==> config.mk <==
export PLATFORM = sky130hd
export DESIGN_NAME = sdram_init_seq
export DESIGN_NICKNAME = d
export VERILOG_FILES = /design/src/rtl/sdram_init_pkg.sv /design/src/rtl/sdram_init_timer.sv /design/src/rtl/sdram_init_fsm.sv /design/src/rtl/sdram_init_pins.sv /design/src/rtl/sdram_init_seq.sv
export SDC_FILE = /design/constraint.sdc
export NUM_CORES = 1
export LEC_CHECK = 0
export ABC_CLOCK_PERIOD_IN_PS = 2300
export BUFFER_PORTS_ARGS = -buffer_cell sky130_fd_sc_hd__clkbuf_2
export CAP_MARGIN = 10
export CELL_PAD_IN_SITES_DETAIL_PLACEMENT = 0
export CELL_PAD_IN_SITES_GLOBAL_PLACEMENT = 1
export CORE_MARGIN = 2
export CORE_UTILIZATION = 38
export DETAILED_ROUTE_END_ITERATION = 8
export PLACE_DENSITY = 0.85
export RECOVER_POWER = 100
export SLEW_MARGIN = 5
export SYNTH_ARGS = -nofsm -noshare
export SYNTH_HDL_FRONTEND = slang
export SYNTH_HIERARCHICAL = 1
export SYNTH_SLANG_ARGS = --single-unit
==> constraint.sdc <==
create_clock -name clk -period 2.3 [get_ports clk]
set_input_delay 0.46 -clock clk [delete_from_list [all_inputs] [get_ports clk]]
set_output_delay 0.46 -clock clk [all_outputs]
set_load 0.02 [all_outputs]
==> src/rtl/sdram_init_pkg.sv <==
package sdram_init_pkg;

  typedef enum logic [2:0] {
    CMD_INH,
    CMD_NOP,
    CMD_PRE,
    CMD_REF,
    CMD_LMR
  } cmd_e;

  typedef enum logic [2:0] {
    ST_WAITCLK,
    ST_PWRUP,
    ST_PRE,
    ST_REF,
    ST_LMR,
    ST_DONE
  } step_e;

  function automatic int max4(input int a, input int b, input int c, input int d);
    int m;
    m = a;
    if (b > m) m = b;
    if (c > m) m = c;
    if (d > m) m = d;
    return m;
  endfunction

endpackage

==> src/rtl/sdram_init_timer.sv <==
module sdram_init_timer #(
  parameter int CNT_W = 8
) (
  input  logic             clk,
  input  logic             rst,
  input  logic             load,
  input  logic [CNT_W-1:0] load_val,
  output logic [CNT_W-1:0] cnt,
  output logic             expired
);

  always_ff @(posedge clk) begin
    if (rst)             cnt <= '0;
    else if (load)       cnt <= load_val;
    else if (cnt != '0)  cnt <= cnt - 1'b1;
  end

  assign expired = (cnt == '0);

endmodule

==> src/rtl/sdram_init_fsm.sv <==
module sdram_init_fsm
  import sdram_init_pkg::*;
#(
  parameter int PWRUP_CYC   = 13300,
  parameter int CKE_LOW_CYC = 6650,
  parameter int TRP_CYC     = 3,
  parameter int TRFC_CYC    = 9,
  parameter int TMRD_CYC    = 2,
  parameter int NUM_REF     = 2,
  parameter int ADDR_W      = 13,
  parameter int CNT_W       = 14,
  parameter int REF_W       = 2
) (
  input  logic              clk,
  input  logic              rst,
  input  logic              clk_stable,
  input  logic              ref_late,
  input  logic [ADDR_W-1:0] mode_word,
  input  logic [CNT_W-1:0]  tmr_cnt,
  input  logic              tmr_zero,
  output logic              tmr_load,
  output logic [CNT_W-1:0]  tmr_val,
  output cmd_e              cmd,
  output logic              cke_want,
  output logic              done_want,
  output logic [ADDR_W-1:0] mode_q
);

  localparam logic [CNT_W-1:0] LD_PWRUP = CNT_W'(PWRUP_CYC - 1);
  localparam logic [CNT_W-1:0] LD_TRP   = CNT_W'(TRP_CYC - 1);
  localparam logic [CNT_W-1:0] LD_TRFC  = CNT_W'(TRFC_CYC - 1);
  localparam logic [CNT_W-1:0] LD_TMRD  = CNT_W'(TMRD_CYC - 1);
  localparam logic [CNT_W-1:0] CKE_AT   = CNT_W'(PWRUP_CYC - 1 - CKE_LOW_CYC);
  localparam logic [REF_W-1:0] REF_LAST = REF_W'(NUM_REF - 1);

  step_e             step, step_n;
  logic              issue, issue_n;
  logic [REF_W-1:0]  ref_cnt, ref_n;
  logic              late_r, late_n;
  logic [ADDR_W-1:0] mode_r, mode_n;
  logic              cke_on;

  // Window count runs down; CKE comes up once CKE_LOW_CYC window cycles are gone
  assign cke_on = (tmr_cnt <= CKE_AT);

  always_comb begin
    step_n   = step;
    issue_n  = 1'b0;
    ref_n    = ref_cnt;
    late_n   = late_r;
    mode_n   = mode_r;
    tmr_load = 1'b0;
    tmr_val  = '0;
    unique case (step)
      ST_WAITCLK: if (clk_stable) begin
        step_n   = ST_PWRUP;
        tmr_load = 1'b1;
        tmr_val  = LD_PWRUP;
        late_n   = ref_late;
        mode_n   = mode_word;
      end
      ST_PWRUP: if (tmr_zero) begin
        step_n   = ST_PRE;
        issue_n  = 1'b1;
        tmr_load = 1'b1;
        tmr_val  = LD_TRP;
      end
      ST_PRE: if (tmr_zero) begin
        issue_n  = 1'b1;
        tmr_load = 1'b1;
        if (late_r) begin
          step_n  = ST_LMR;
          tmr_val = LD_TMRD;
        end else begin
          step_n  = ST_REF;
          tmr_val = LD_TRFC;
        end
      end
      ST_REF: if (tmr_zero) begin
        ref_n = ref_cnt + 1'b1;
        if (ref_cnt != REF_LAST) begin
          issue_n  = 1'b1;
          tmr_load = 1'b1;
          tmr_val  = LD_TRFC;
        end else if (late_r) begin
          step_n = ST_DONE;
        end else begin
          step_n   = ST_LMR;
          issue_n  = 1'b1;
          tmr_load = 1'b1;
          tmr_val  = LD_TMRD;
        end
      end
      ST_LMR: if (tmr_zero) begin
        if (late_r) begin
          step_n   = ST_REF;
          issue_n  = 1'b1;
          tmr_load = 1'b1;
          tmr_val  = LD_TRFC;
        end else begin
          step_n = ST_DONE;
        end
      end
      default: ;
    endcase
  end

  always_ff @(posedge clk) begin
    if (rst) begin
      step    <= ST_WAITCLK;
      issue   <= 1'b0;
      ref_cnt <= '0;
      late_r  <= 1'b0;
      mode_r  <= '0;
    end else begin
      step    <= step_n;
      issue   <= issue_n;
      ref_cnt <= ref_n;
      late_r  <= late_n;
      mode_r  <= mode_n;
    end
  end

  always_comb begin
    cke_want = 1'b1;
    cmd      = CMD_NOP;
    unique case (step)
      ST_WAITCLK: begin cke_want = 1'b0; cmd = CMD_INH; end
      ST_PWRUP:   begin cke_want = cke_on; cmd = cke_on ? CMD_NOP : CMD_INH; end
      ST_PRE:     cmd = issue ? CMD_PRE : CMD_NOP;
      ST_REF:     cmd = issue ? CMD_REF : CMD_NOP;
      ST_LMR:     cmd = issue ? CMD_LMR : CMD_NOP;
      default:    cmd = CMD_NOP;
    endcase
  end

  assign done_want = (step == ST_DONE);
  assign mode_q    = mode_r;

  AST_REF_TOTAL: assert property (@(posedge clk) disable iff (rst)
    (step == ST_DONE) |-> (ref_cnt == REF_W'(NUM_REF)));

  AST_CFG_HELD: assert property (@(posedge clk) disable iff (rst)
    (step != ST_WAITCLK && $past(step) != ST_WAITCLK) |-> ($stable(late_r) && $stable(mode_r)));

endmodule

==> src/rtl/sdram_init_pins.sv <==
module sdram_init_pins
  import sdram_init_pkg::*;
#(
  parameter int ADDR_W = 13,
  parameter int BA_W   = 2,
  parameter int AP_BIT = 10
) (
  input  logic              clk,
  input  logic              rst,
  input  cmd_e              cmd,
  input  logic              cke_want,
  input  logic              done_want,
  input  logic [ADDR_W-1:0] mode_q,
  output logic              cke,
  output logic              cs_n,
  output logic              ras_n,
  output logic              cas_n,
  output logic              we_n,
  output logic [BA_W-1:0]   ba,
  output logic [ADDR_W-1:0] addr,
  output logic              init_done
);

  localparam logic [ADDR_W-1:0] ALL_BANKS = ADDR_W'(1) << AP_BIT;

  logic [3:0]        strobe_n;
  logic [ADDR_W-1:0] addr_n;

  always_comb begin
    addr_n = '0;
    unique case (cmd)
      CMD_NOP: strobe_n = 4'b0111;
      CMD_PRE: begin strobe_n = 4'b0010; addr_n = ALL_BANKS; end
      CMD_REF: strobe_n = 4'b0001;
      CMD_LMR: begin strobe_n = 4'b0000; addr_n = mode_q; end
      default: strobe_n = 4'b1111;
    endcase
  end

  always_ff @(posedge clk) begin
    if (rst) begin
      cke                       <= 1'b0;
      {cs_n, ras_n, cas_n, we_n} <= 4'b1111;
      ba                        <= '0;
      addr                      <= '0;
      init_done                 <= 1'b0;
    end else begin
      cke                       <= cke_want;
      {cs_n, ras_n, cas_n, we_n} <= strobe_n;
      ba                        <= '0;
      addr                      <= addr_n;
      init_done                 <= done_want;
    end
  end

  AST_CKE_HOLD: assert property (@(posedge clk) disable iff (rst)
    cke |=> cke);

  AST_INH_CKE_LOW: assert property (@(posedge clk) disable iff (rst)
    !cke |-> cs_n);

  AST_DONE_HOLD: assert property (@(posedge clk) disable iff (rst)
    init_done |=> init_done);

  AST_DONE_NOP: assert property (@(posedge clk) disable iff (rst)
    init_done |-> (cke && {cs_n, ras_n, cas_n, we_n} == 4'b0111));

endmodule

==> src/rtl/sdram_init_seq.sv <==
module sdram_init_seq
  import sdram_init_pkg::*;
#(
  parameter int PWRUP_CYC   = 13300,
  parameter int CKE_LOW_CYC = 6650,
  parameter int TRP_CYC     = 3,
  parameter int TRFC_CYC    = 9,
  parameter int TMRD_CYC    = 2,
  parameter int NUM_REF     = 2,
  parameter int ADDR_W      = 13,
  parameter int BA_W        = 2,
  parameter int AP_BIT      = 10
) (
  input  logic              clk,
  input  logic              rst,
  input  logic              clk_stable,
  input  logic              ref_late,
  input  logic [ADDR_W-1:0] mode_word,
  output logic              cke,
  output logic              cs_n,
  output logic              ras_n,
  output logic              cas_n,
  output logic              we_n,
  output logic [BA_W-1:0]   ba,
  output logic [ADDR_W-1:0] addr,
  output logic              init_done
);

  localparam int CNT_W = $clog2(max4(PWRUP_CYC, TRP_CYC, TRFC_CYC, TMRD_CYC) + 1);
  localparam int REF_W = $clog2(NUM_REF + 1);

  logic              tmr_load, tmr_zero;
  logic [CNT_W-1:0]  tmr_val, tmr_cnt;
  cmd_e              cmd;
  logic              cke_want, done_want;
  logic [ADDR_W-1:0] mode_q;

  sdram_init_timer #(.CNT_W(CNT_W)) u_timer (
    .clk      (clk),
    .rst      (rst),
    .load     (tmr_load),
    .load_val (tmr_val),
    .cnt      (tmr_cnt),
    .expired  (tmr_zero)
  );

  sdram_init_fsm #(
    .PWRUP_CYC   (PWRUP_CYC),
    .CKE_LOW_CYC (CKE_LOW_CYC),
    .TRP_CYC     (TRP_CYC),
    .TRFC_CYC    (TRFC_CYC),
    .TMRD_CYC    (TMRD_CYC),
    .NUM_REF     (NUM_REF),
    .ADDR_W      (ADDR_W),
    .CNT_W       (CNT_W),
    .REF_W       (REF_W)
  ) u_fsm (
    .clk        (clk),
    .rst        (rst),
    .clk_stable (clk_stable),
    .ref_late   (ref_late),
    .mode_word  (mode_word),
    .tmr_cnt    (tmr_cnt),
    .tmr_zero   (tmr_zero),
    .tmr_load   (tmr_load),
    .tmr_val    (tmr_val),
    .cmd        (cmd),
    .cke_want   (cke_want),
    .done_want  (done_want),
    .mode_q     (mode_q)
  );

  sdram_init_pins #(
    .ADDR_W (ADDR_W),
    .BA_W   (BA_W),
    .AP_BIT (AP_BIT)
  ) u_pins (
    .clk       (clk),
    .rst       (rst),
    .cmd       (cmd),
    .cke_want  (cke_want),
    .done_want (done_want),
    .mode_q    (mode_q),
    .cke       (cke),
    .cs_n      (cs_n),
    .ras_n     (ras_n),
    .cas_n     (cas_n),
    .we_n      (we_n),
    .ba        (ba),
    .addr      (addr),
    .init_done (init_done)
  );

endmodule

# --- Word level (Yosys, flattened, before mapping) ---
# Index checks and enable logic that the tools add are counted.
op_classes:
  shift: 0
  n_mul: 0
  muxes: 39
  bitwise_logic: 0
  n_lt_le_gt_ge: 1
  div_mod_pow: 0
  n_addsub: 2
  n_reduce_logical: 9
  n_eq_ne: 16
ops:
  columns: ["operator", "n"]
  rows:
  - ["2-to-1 mux 14 bit", 7]
  - ["case mux 14 bit (5 select lines)", 1]
  - ["case mux 3 bit (5 select lines)", 2]
  - ["2-to-1 mux 3 bit", 9]
  - ["case mux 13 bit (2 select lines)", 1]
  - ["case mux 4 bit (4 select lines)", 1]
  - ["less-or-equal comparator 14 x 13 -> 1 bit, second input constant", 1]
  - ["zero test 14 bit", 1]
  - ["nonzero test 14 bit", 1]
  - ["subtractor 14 x 1 -> 14 bit, second input constant", 1]
  - ["equality test 3 x 2 -> 1 bit, second input constant", 4]
  - ["inequality test 2 bit, second input constant", 6]
  - ["2-to-1 mux 1 bit", 10]
  - ["equality test 3 bit, second input constant", 3]
  - ["2-to-1 mux 4 bit", 2]
  - ["AND reduction 7 bit", 1]
  - ["equality test 3 x 1 -> 1 bit, second input constant", 2]
  - ["2-to-1 mux 2 bit", 3]
  - ["nonzero test 5 bit", 1]
  - ["case mux 1 bit (4 select lines)", 1]
  - ["AND reduction 2 bit", 2]
  - ["zero test 3 bit", 1]
  - ["case mux 1 bit (3 select lines)", 1]
  - ["adder 2 x 1 -> 2 bit, second input constant", 1]
  - ["4 further kinds", 4]
totals:
  out_inout_bits: 21
  mem_bits_ro: 0
  input_bits: 17
  latchBits: 0
  mem_count: 0
  ram_bits: 0
  ff_bits: 53
  elab_cells: 80

# --- Logic depth before layout (Yosys ltp) ---
# Gate-level depths: netlist (run 1).
depth:
  depth_word: 5
  mapped_depth: 13

# --- By module ---
# The synthesis (run 1) kept the hierarchy.
modules_own_cells:
  columns: ["module", "cells_each", "seq_area_each_um2", "instances", "area_per_inst_um2"]
  rows:
  - ["sdram_init_fsm", 146, 400.4, 1, 1128.6]
  - ["sdram_init_timer", 109, 280.3, 1, 887.1]
  - ["sdram_init_pins", 50, 380.4, 1, 604.3]

# --- Least setup slack after synthesis (run 1) ---
# No wires, ideal clock.
synth_timing:
  path_type: "register to register"
  startpoint: "reg u_timer.cnt[0]"
  endpoint: "reg u_fsm.step[1]"
  stages_incl_launch_ff: 12
  slack_ns: -0.068
  period_less_slack_ns: 2.368
  arrival_ns: 2.300
  t_required_ns: 2.233
  path_cell_list: "dfxtp_1 -> inv_1 -> ha_1 -> nor4b_4 -> nand4_1 -> buf_2 -> inv_1 -> clkbuf_1 -> nor4bb_1 -> a311oi_2 -> or3_1 -> a21oi_2"
synth_between:
  elab_chain_len: 3
synth_lines:
  columns: ["item", "line_no", "text"]
  rows:
  - ["from (decl)", "sdram_init_timer.sv:8", "output logic [CNT_W-1:0] cnt,"]
  - ["from (signal assigned)", "sdram_init_timer.sv:14", "else if (load) cnt <= load_val;"]
  - ["from (signal assigned)", "sdram_init_timer.sv:15", "else if (cnt != '0) cnt <= cnt - 1'b1;"]
  - ["zero test 14 bit (*)", "sdram_init_timer.sv:18", "assign expired = (cnt == '0);"]
  - ["via tmr_zero", "sdram_init_seq.sv:32", "logic tmr_load, tmr_zero;"]
  - ["inequality test 2 bit (no line)", null, null]
  - ["AND reduction 7 bit (no line) (*)", null, null]
  - ["to (signal assigned)", "sdram_init_fsm.sv:116", "step <= step_n;"]
  - ["to (decl)", "sdram_init_fsm.sv:36", "step_e step, step_n;"]
# The timed path passes the listed nets; every way through them passes the cells marked *.
# A chain may end at the register's enable or synchronous reset.

# --- Worst setup path in the final report (run 1) ---
layout_timing:
  startpoint: "reg u_fsm.step[2]"
  endpoint: "reg u_pins.addr[2]"
layout_between:
  elab_chain_len: 4
layout_lines:
  columns: ["item", "line_no", "text"]
  rows:
  - ["equality test 3 bit (tied with other cells)", "sdram_init_fsm.sv:127", "unique case (step)"]
  - ["case mux 3 bit (5 select lines) (*)", "sdram_init_fsm.sv:127", null]
  - ["via cmd[0]", "sdram_init_seq.sv:34", "cmd_e cmd;"]
  - ["equality test 3 bit / equality test 3 x 2 -> 1 bit (equally long branches)", "sdram_init_pins.sv:31", "unique case (cmd)"]
  - ["case mux 13 bit (2 select lines) (*)", "sdram_init_pins.sv:31", null]
  - ["to (signal assigned)", "sdram_init_pins.sv:51", "addr <= addr_n;"]
  - ["to (decl)", "sdram_init_pins.sv:20", "output logic [ADDR_W-1:0] addr,"]
# Marked as above.

==> out/results.ini, run 1 <==
[synthesis]
synth_top_family_by_area = simple AND/OR/NAND/NOR gates
muxShareOfSynthArea = 0.01194
netlist.area_leader.share = 0.4050
synth_cell_types = 67
yosys-top-cells-area = dfxtp_1 (40%), nand2_1 (6.6%), a21oi_1 (4.6%)
synth-seq-cells = 53
seq_area_frac_synth = 0.4050
synthSimpleGateAreaFrac = 0.2956
synth_warnings = 6
synth_fa_ha_area_frac = 0.01337
synth_edf_count = 0
avgSynthCellArea_sq_um = 8.590
ys.flop_type = dfxtp_1
async_reset_ff_frac = 0
synthCells = 305
syn_area_sq_mm = 0.002620
synth-xor-area-share = 0.01671
yosysTopAreaCell = dfxtp_1
synth-compound-area-share = 0.1600

[worst_setup_path]
crit_arrival_ns = 2.32
crit_end = u_pins/addr[2]$_SDFF_PP0_
cp_max_fo = 13
start_kind = register
r2r_start = u_fsm/step[2]$_SDFFE_PP0P_
path_cells = or4b_2 > a31oi_1 > or2_2 > nor4b_4 > buf_4 > and2_0
worst_r2r_endpoint = u_pins/addr[2]$_SDFF_PP0_
worst_ep_required_time_ns = 2.50
crit_path_start = u_fsm/step[2]$_SDFFE_PP0P_
cp_top_family = simple AND/OR/NAND/NOR gates
slowest_stage = or4b_2
slowest_delay_ns = 0.70
crit_cells = 6
crit_type = register to register
path_buf_inv = 1
r2r_setup_slack_ns = 0.18
worst-r2r-cell-count = 6
cp-end-kind = register

[layout]
layout_common_cells = dfxtp_1 (53), nand2_1 (46), clkbuf_1 (24), a21oi_1 (24), clkbuf_2 (15)
final_layout_size_suffix_gt1_frac = 0.1563
fillers = 689
final_common_cell = dfxtp_1
regArea_sq_mm = 0.001061
multi_input_area_sq_mm = 0.001325
area_growth_pct = 11.84
antennaDiodeCount = 0
nets = 357

[run]
drv_cap = 0

[timing]
worst_pin_slew_ns = 1.151
setup_slack_ns = 0.1823
fin_skew_ns = 0.005095
finalCritPeriodShare = 0.9207
relSlewSlack = 0.2325
final-hold-violation-count = 0
drv_slew = 0
rsz0062_at_grt = false
fin_crit_ns = 2.118
setup-violations-final = 0
timing.fmax_ghz = 0.4722
setup_tns_ns = 0

[routing]
vias = 2137
routed_wl_um = 5324
dr.pass1.iters = 4
first_iter_violations = 118
antenna_left = 0
drc = 0
wl_per_cell_um = 12.71
via_per_inst = 5.100

[clock_network]
numCtsBuffers = 5
cts-htree-levels = 2
clock_latency_ns = 0.30
cts_hold_buf = 0
root_buffer = clkbuf_8
clock_path_buffers = 2
cts.clk_slew.worst_paths_ns = 0.09
cts_tree = built
clock_sinks = 53

[grt]
grt_pass1_vias = 1848
grt_antenna_before_repair = 0
grt.overflow.total = 0
grt.total_usage = 0.1405
grt_first_pass_wirelength_um = 8466
grt_max_degree = 25

[floorplanning]
fp.dieH_um = 87.04
die-area_sq_mm = 0.007575
num_rows = 30
fp.coreArea_sq_mm = 0.006719
pin_count = 38
fp.dieW_um = 87.04
initial_core_util = 0.3899

[pwr]
p_per_area_mw_per_mm2 = 1006
ir_drop_mv = 0.3024
leakagePower_nw = 1.138

[placement]
gp_congestion = 0.8558
hpwl_um = 3784
port_buffers = 35
preCtsSetupSlack_ns = 0.2193

[hold_path]
hold_class = input pin to register
holdPathStages = 3

[run_status]
status = finished, final reports clean

==> worst min-delay path by stage <==
stage / startpoint / to / slack (ns)
after floorplan: u_fsm/mode_q[0]$_SDFFE_PP0P_ / u_pins/addr[0]$_SDFF_PP0_ / 0.43
after global placement: u_fsm/mode_q[3]$_SDFFE_PP0P_ / u_pins/addr[3]$_SDFF_PP0_ / 0.43
after detailed placement: u_fsm/mode_q[1]$_SDFFE_PP0P_ / u_pins/addr[1]$_SDFF_PP0_ / 0.44
after CTS: mode_word[4] / u_fsm/mode_q[4]$_SDFFE_PP0P_ / 0.36
after global routing: mode_word[9] / u_fsm/mode_q[9]$_SDFFE_PP0P_ / 0.36
final: mode_word[4] / u_fsm/mode_q[4]$_SDFFE_PP0P_ / 0.37
==> synthesized netlist by cell type, types with 3 or more instances <==
library cell,instances
dfxtp_1,53
nand2_1,46
a21oi_1,24
nor2_1,14
and2_1,13
buf_4,13
inv_1,12
nor2b_1,11
nor3_1,10
clkbuf_1,7
or3_1,7
o21ai_0,5
o211ai_1,4
and3_1,3
buf_2,3
nand2b_1,3
nand4_1,3
nor4_1,3
o21bai_1,3
o31a_1,3
xnor2_1,3
==> repair_timing <==
item,CTS,global route
buffers inserted,0,0
hold endpoints to repair,0,0
gates resized for setup,0,1
endpoints found under the setup margin,0,3
==> registers in the layout, summed over array words and instances (netlist names) <==
signal            cells
u_fsm/mode_q         13
u_pins/we_n           1
u_pins/cke            1
u_fsm/late_r          1
u_pins/cs_n           1
u_pins/ras_n          1
u_fsm/issue           1
u_timer/cnt          14
u_pins/cas_n          1
u_fsm/step            3
u_pins/addr          13
u_fsm/ref_cnt         2
u_pins/init_done      1
==> worst register-to-register path, delay by kind of cell, from the launching register on <==
kind	cells	cell delay [ns]
AO/OA/AOI/OAI	1	0.22
buffers and inverters	1	0.22
AND/OR/NAND/NOR	4	1.13
flip-flops	1	0.46
==> cell type report <==
cell class / instances / area share
clock inverter: 2 / 0.01324
sequential: 53 / 0.3621
multi-input combinational: 214 / 0.4522
timing repair buffer: 51 / 0.09266
clock buffer: 6 / 0.02477
tap: 80 / 0.03416
inverter: 13 / 0.02092
==> report_power, final <==
group | switching (mW) | internal, mW
sequential | 0.169 | 1.05
clock | 0.295 | 0.327
combinational | 0.589 | 0.517
==> through the flow <==
stage	util	instance area, sq um	instances	hold WS, ns	total power, mW
floorplan	-	2639	308	0.4296	2.053
global placement	0.4255	2859	411	0.4347	2.338
detailed placement	0.4255	2859	411	0.4392	2.351
CTS	0.4421	2970	419	0.3604	2.982
global route	0.4361	2930	419	0.3601	3.138
finish	0.4361	2930	419	0.3688	2.947
==> routing by layer <==
metal	global-route usage	part of all wire	up-vias
met4	0.05114	0.018	0
met5	0	0	-
met1	0.1741	0.46	998
met2	0.2401	0.50	27
li1	-	-	1103
met3	0.02844	0.023	9
==> logic make-up (layout without fill, tap and decap cells) <==
logic type,Yosys count,in the layout
other,2,5
multiplexers,3,3
XOR/XNOR,5,5
adder cells (fa/ha/maj),3,3
buffers and inverters,41,72
AO/OA/AOI/OAI,62,62
AND/OR/NAND/NOR,136,136
flip-flops,53,53
Note: power is estimated with default switching activity, not from simulation.
==> run 2, diff against run 1 <==
--- a/config.mk
+++ b/config.mk
@@ -11,9 +11,10 @@
 export CELL_PAD_IN_SITES_DETAIL_PLACEMENT = 0
 export CELL_PAD_IN_SITES_GLOBAL_PLACEMENT = 1
 export CORE_MARGIN = 2
-export CORE_UTILIZATION = 38
+export CORE_UTILIZATION = 40
+export CTS_BUF_LIST = sky130_fd_sc_hd__clkbuf_8
 export DETAILED_ROUTE_END_ITERATION = 8
-export PLACE_DENSITY = 0.85
+export PLACE_DENSITY = 0.88
 export RECOVER_POWER = 100
 export SLEW_MARGIN = 5
 export SYNTH_ARGS = -nofsm -noshare
==> run 2 against run 1 <==
Effect of this change: combinational power hardly changed; maximum frequency rose by 0.27%; setup slack better by 0.0058 ns; via count increased by 0.56%; clock power down 16%; sequential cell count is the same; sequential share of layout area increased by 0.26 points; critical endpoint is now u_timer/cnt[5]$_SDFFE_PP0P_; highest routed layer unchanged.
==> out/results.ini, run 2 (synthesis gave the netlist of run 1 again) <==
[run_status]
status = finished, final reports clean

[worst_setup_path]
start_kind = register
crit_arrival_ns = 2.34  ; +0.02 ns
worst_ep_required_time_ns = 2.53  ; +0.03 ns
cp-end-kind = register
cp_top_family = simple AND/OR/NAND/NOR gates
crit_type = register to register
path_buf_inv = 3  ; +2
slowest_stage = or4b_1
slowest_delay_ns = 0.52  ; -0.18 ns
cp_max_fo = 14  ; +1
path_cells = inv_1 > ha_1 > nor4b_4 > nand4_1 > inv_1 > o211ai_1 > nand2_1 > buf_4 > or4b_1 > o211ai_1

[clock_network]
cts_tree = built
root_buffer = clkbuf_8
numCtsBuffers = 5  ; unchanged
clock_path_buffers = 2  ; unchanged
clock_sinks = 53  ; unchanged
post_cts_buffers = 0  ; unchanged
cts.clk_slew.worst_paths_ns = 0.10  ; about the same
cts-htree-levels = 2  ; unchanged
clock_latency_ns = 0.30  ; about the same

[layout]
largest_reg_flops = 14  ; unchanged
multi_input_area_sq_mm = 0.001323  ; -0.19%
nets = 359  ; +0.56%
regArea_sq_mm = 0.001061  ; unchanged
area_growth_pct = 11.03
layout_common_cells = dfxtp_1 (53), nand2_1 (46), a21oi_1 (24)
final_common_cell = dfxtp_1
fillers = 655  ; -4.9%
stdcell_area_sq_mm = 0.002909  ; -0.73%
antennaDiodeCount = 0  ; unchanged
regMostFlops = u_timer/cnt
final_layout_size_suffix_gt1_frac = 0.1642  ; +0.007881

[grt]
grt.total_usage = 0.1537  ; +0.01323
grt.overflow.total = 0  ; unchanged
grt_max_degree = 25  ; unchanged
grt_first_pass_wirelength_um = 9149  ; +8.1%
grt_pass1_vias = 2050  ; +11%
grt_antenna_before_repair = 0  ; unchanged

[hold_path]
hold_class = input pin to register

[routing]
antenna_left = 0  ; unchanged
routed_wl_um = 5241  ; -1.6%
via_per_inst = 5.141  ; +0.80%
wl_per_cell_um = 12.54  ; -1.3%
drc = 0  ; unchanged
dr.pass1.iters = 4  ; unchanged
first_iter_violations = 140  ; +19%
vias = 2149  ; +0.56%

[timing]
rsz0062_at_grt = false
setup_tns_ns = 0  ; unchanged
relSlewSlack = 0.2451  ; +0.01263
timing.fmax_ghz = 0.4735  ; +0.27%
finalCritPeriodShare = 0.9182  ; -0.002523
fin_crit_ns = 2.112  ; -0.005803 ns
fin_skew_ns = 0.002545  ; -0.002550 ns
drv_slew = 0  ; unchanged
setup-violations-final = 0  ; unchanged
worst_pin_slew_ns = 1.132  ; -0.01894 ns
final-hold-violation-count = 0  ; unchanged

[pwr]
p_per_area_mw_per_mm2 = 981.8  ; -2.4%
ir_drop_mv = 0.3909  ; +29%
leakagePower_nw = 1.136  ; -0.12%

[floorplanning]
fp.dieH_um = 84.93  ; -2.4%
num_rows = 29  ; -3.3%
pin_count = 38  ; unchanged
initial_core_util = 0.4126  ; +0.02267
fp.dieW_um = 84.93  ; -2.4%
fp.coreArea_sq_mm = 0.006350  ; -5.5%
die-area_sq_mm = 0.007213  ; -4.8%

[placement]
port_buffers = 35  ; unchanged
hpwl_um = 3754  ; -0.79%
placed_area_sq_mm = 0.002858  ; about the same
gp_congestion = 0.8971  ; +4.8%

[run]
drv_cap = 0  ; unchanged

## run 2: power by group
group | internal (mW) | total (mW) | leakage [nW] | switching [mW]
clock network | 0.216 | 0.519 | 0.0445 | 0.303
registers | 1.05 | 1.22 | 0.433 | 0.167
logic | 0.516 | 1.12 | 0.659 | 0.603
total | 1.78 | 2.86 | 1.14 | 1.07
## run 2: final timing paths
check | start | endpoint | slack, ns | depth (start not counted)
max reg2reg | u_timer/cnt[0]$_SDFFE_PP0P_ | u_timer/cnt[5]$_SDFFE_PP0P_ | 0.19 | 10
min reg2reg | u_fsm/mode_q[10]$_SDFFE_PP0P_ | u_fsm/mode_q[10]$_SDFFE_PP0P_ | 0.45 | 2
max | u_timer/cnt[0]$_SDFFE_PP0P_ | u_timer/cnt[5]$_SDFFE_PP0P_ | 0.19 | 10
min | mode_word[1] | u_fsm/mode_q[1]$_SDFFE_PP0P_ | 0.37 | 3
## run 2: layout make-up
cell class | count | share of cell area
repair buffers | 53 | 0.09548
flip-flops and latches | 53 | 0.3647
inverters | 13 | 0.02108
clock buffers | 5 | 0.02366
multi-input cells | 214 | 0.4546
well taps | 77 | 0.03312
clock inverters | 3 | 0.007312
## run 2: worst min-delay path, stage by stage
cell,delay [ns]
clkbuf_2,0.08
nand2_1,0.04
a21oi_1,0.05
## run 2: stage by stage
step / hold slack [ns] / cells / utilization / total power [mW] / setup WS [ns]
after CTS: 0.3622 / 418 / 0.4642 / 2.894 / 0.1812
after floorplan: 0.4296 / 308 / - / 2.053 / 0.03177
after global placement: 0.4347 / 410 / 0.4500 / 2.338 / 0.2827
after detailed placement: 0.4400 / 410 / 0.4500 / 2.349 / 0.2090
final: 0.3722 / 418 / 0.4581 / 2.856 / 0.1881
after global routing: 0.3627 / 418 / 0.4581 / 3.056 / 0.04302
## run 2: what timing repair did
item / 4_1_cts / 5_1_grt
hold buffers: 0 / 0
hold endpoints to repair: 0 / 0
resized for setup: 0 / 1
endpoints found under the setup margin: 0 / 1
## run 2: layer usage
metal  track usage  vias to the layer above  wire length, um
met2        0.2634                       59             2538
met1        0.1954                      969             2341
met4       0.04473                        0               72
li1              -                     1115                -
met3       0.03210                        6              288
met5             0                        -                0
==> run 3, diff against run 2 <==
--- a/config.mk
+++ b/config.mk
@@ -14,7 +14,8 @@
 export CORE_UTILIZATION = 40
 export CTS_BUF_LIST = sky130_fd_sc_hd__clkbuf_8
 export DETAILED_ROUTE_END_ITERATION = 8
-export PLACE_DENSITY = 0.88
+export MAX_ROUTING_LAYER = met4
+export PLACE_DENSITY_LB_ADDON = 0.1
 export RECOVER_POWER = 100
 export SLEW_MARGIN = 5
 export SYNTH_ARGS = -nofsm -noshare
==> run 3 against run 2 <==
Effect of this change: power is 7.7% higher; cell count rose by 1.9%; hold slack worse by 0.0087 ns; first-iteration DRC count grew 42%; critical path type unchanged; largest cell class unchanged; largest power group unchanged.
==> out/results.ini, run 3 (synthesis gave the netlist of run 1 again) <==
[grt]
grt.overflow.total = 0  ; unchanged
grt_first_pass_wirelength_um = 9708  ; +6.1%
grt_max_degree = 28  ; +12%
grt_antenna_before_repair = 0  ; unchanged
grt_pass1_vias = 2027  ; -1.1%
grt.total_usage = 0.1703  ; +0.01661

[clock_network]
root_buffer = clkbuf_8
clock_sinks = 53  ; unchanged
cts-htree-levels = 2  ; unchanged
cts_tree = built
cts_hold_buf = 0  ; unchanged
numCtsBuffers = 5  ; unchanged
clock_path_buffers = 2  ; unchanged
clock_latency_ns = 0.30  ; about the same
cts.clk_slew.worst_paths_ns = 0.10  ; about the same

[routing]
drc = 0  ; unchanged
vias = 2180  ; +1.4%
wl_met1_um = 2839  ; +21%
wl_per_cell_um = 13.58  ; +8.3%
first_iter_violations = 199  ; +42%
routed_wl_um = 5787  ; +10%
dr.pass1.iters = 4  ; unchanged
antenna_left = 0  ; unchanged
route.met3.wl_um = 272  ; -5.6%
via_per_inst = 5.117  ; -0.46%
dr_wl_met2_um = 2634  ; +3.8%
top_layer = met4

[timing]
worst_pin_slew_ns = 0.6794  ; -0.4530 ns
relSlewSlack = 0.5471  ; +0.3020
rsz0062_at_grt = false
setup_tns_ns = 0  ; unchanged
drv_slew = 0  ; unchanged
final-hold-violation-count = 0  ; unchanged
finalCritPeriodShare = 0.9276  ; +0.009390
fin_skew_ns = 0.003215  ; +0.0006697 ns
setup_slack_ns = 0.1665  ; -0.02160 ns
timing.fmax_ghz = 0.4687  ; -1.0%
setup-violations-final = 0  ; unchanged
fin_crit_ns = 2.133  ; +0.02160 ns

[floorplanning]
die-area_sq_mm = 0.007213  ; unchanged
pin_count = 38  ; unchanged
fp.dieH_um = 84.93  ; unchanged
fp.coreArea_sq_mm = 0.006350  ; unchanged
initial_core_util = 0.4126  ; unchanged
fp.dieW_um = 84.93  ; unchanged
num_rows = 29  ; unchanged

[run]
drv_cap = 0  ; unchanged

[layout]
regArea_sq_mm = 0.001061  ; unchanged
final_common_cell = dfxtp_1
fillers = 652  ; -0.46%
antennaDiodeCount = 0  ; unchanged
nets = 367  ; +2.2%
regMostFlops = u_timer/cnt
final_layout_size_suffix_gt1_frac = 0.1948  ; +0.03062
multi_input_area_sq_mm = 0.001321  ; about the same
stdcell_area_sq_mm = 0.003004  ; +3.3%
largest_reg_flops = 14  ; unchanged
area_growth_pct = 14.66
layout_common_cells = dfxtp_1 (53), nand2_1 (46), a21oi_1 (24)

[placement]
port_buffers = 35  ; unchanged
preCtsSetupSlack_ns = 0.09031  ; -0.1187 ns
hpwl_um = 4109  ; +9.4%
gp_congestion = 0.8979  ; about the same
placed_area_sq_mm = 0.002900  ; +1.5%

[worst_setup_path]
start_kind = register
cp_max_fo = 7  ; -7
path_buf_inv = 2  ; -1
worst-r2r-cell-count = 9  ; -1
crit_path_start = u_timer/cnt[0]$_SDFFE_PP0P_
path_cells = inv_1 > ha_2 > nor4b_4 > nand4_1 > inv_2 > nor4bb_2 > a311oi_2 > or3_1 > a21oi_2
slowest_stage = or3_1
slowest_delay_ns = 0.38  ; -0.14 ns
cp_top_family = simple AND/OR/NAND/NOR gates
r2r_start = u_timer/cnt[0]$_SDFFE_PP0P_
cp-end-kind = register
crit_cells = 9  ; -1
crit_arrival_ns = 2.38  ; +0.04 ns
worst_ep_required_time_ns = 2.55  ; +0.02 ns
crit_type = register to register

[hold_path]
holdPathStages = 3  ; unchanged
hp-start = mode_word[9]
hold_class = input pin to register

[pwr]
total_power_mw = 3.076  ; +7.7%
p_per_area_mw_per_mm2 = 1024  ; +4.3%
leakagePower_nw = 1.198  ; +5.4%
ir_drop_mv = 0.6379  ; +63%

[run_status]
status = finished, final reports clean

run 3: per-stage QoR:
stage / util / hold slack (ns) / std cells
after global placement: 0.4567 / 0.4341 / 414
after global routing: 0.4731 / 0.3557 / 426
final: 0.4731 / 0.3635 / 426
after CTS: 0.4745 / 0.3556 / 422
after floorplan: - / 0.4296 / 308
after detailed placement: 0.4567 / 0.4386 / 414
run 3: report_power, final:
group,internal [mW],leakage (nW),switching [mW]
registers,1.05,0.433,0.167
clock network,0.327,0.0585,0.316
logic,0.582,0.706,0.633
total,1.96,1.20,1.12
run 3: routing by layer:
| metal | vias to the layer above | track usage |
|---|---|---|
| met5 | - | - |
| met4 | 0 | 0.03463 |
| met3 | 4 | 0.03502 |
| met2 | 47 | 0.2641 |
| met1 | 1005 | 0.2319 |
| li1 | 1124 | - |
run 3: cell type report:
cell class	instances	area share
Tap cell	77	0.03207
Timing Repair Buffer	61	0.1170
Sequential cell	53	0.3532
Clock buffer	5	0.02291
Inverter	13	0.02041
Clock inverter	3	0.01458
Multi-Input combinational cell	214	0.4398
run 3: worst paths after layout:
check                                                      to  slack, ns
worst max-delay path               u_fsm/step[1]$_SDFFE_PP0P_       0.17
worst min-delay path             u_fsm/mode_q[9]$_SDFFE_PP0P_       0.36
worst max register to register     u_fsm/step[1]$_SDFFE_PP0P_       0.17
worst min register to register  u_fsm/mode_q[11]$_SDFFE_PP0P_       0.45
run 3: repair_timing:
item / 4_1_cts / 5_1_grt
resized for setup: 0 / 3
endpoints found under the setup margin: 0 / 16
setup buffers: 0 / 4
run 3: worst reg2reg max path, delay by kind of cell (launching register included):
kind                       cells  cell delay [ns]
DFF                            1             0.32
and+or+nand+nor                4             1.11
buffers and inverters          2             0.23
AOI/OAI and AO/OA              2             0.21
adders and majority gates      1             0.21
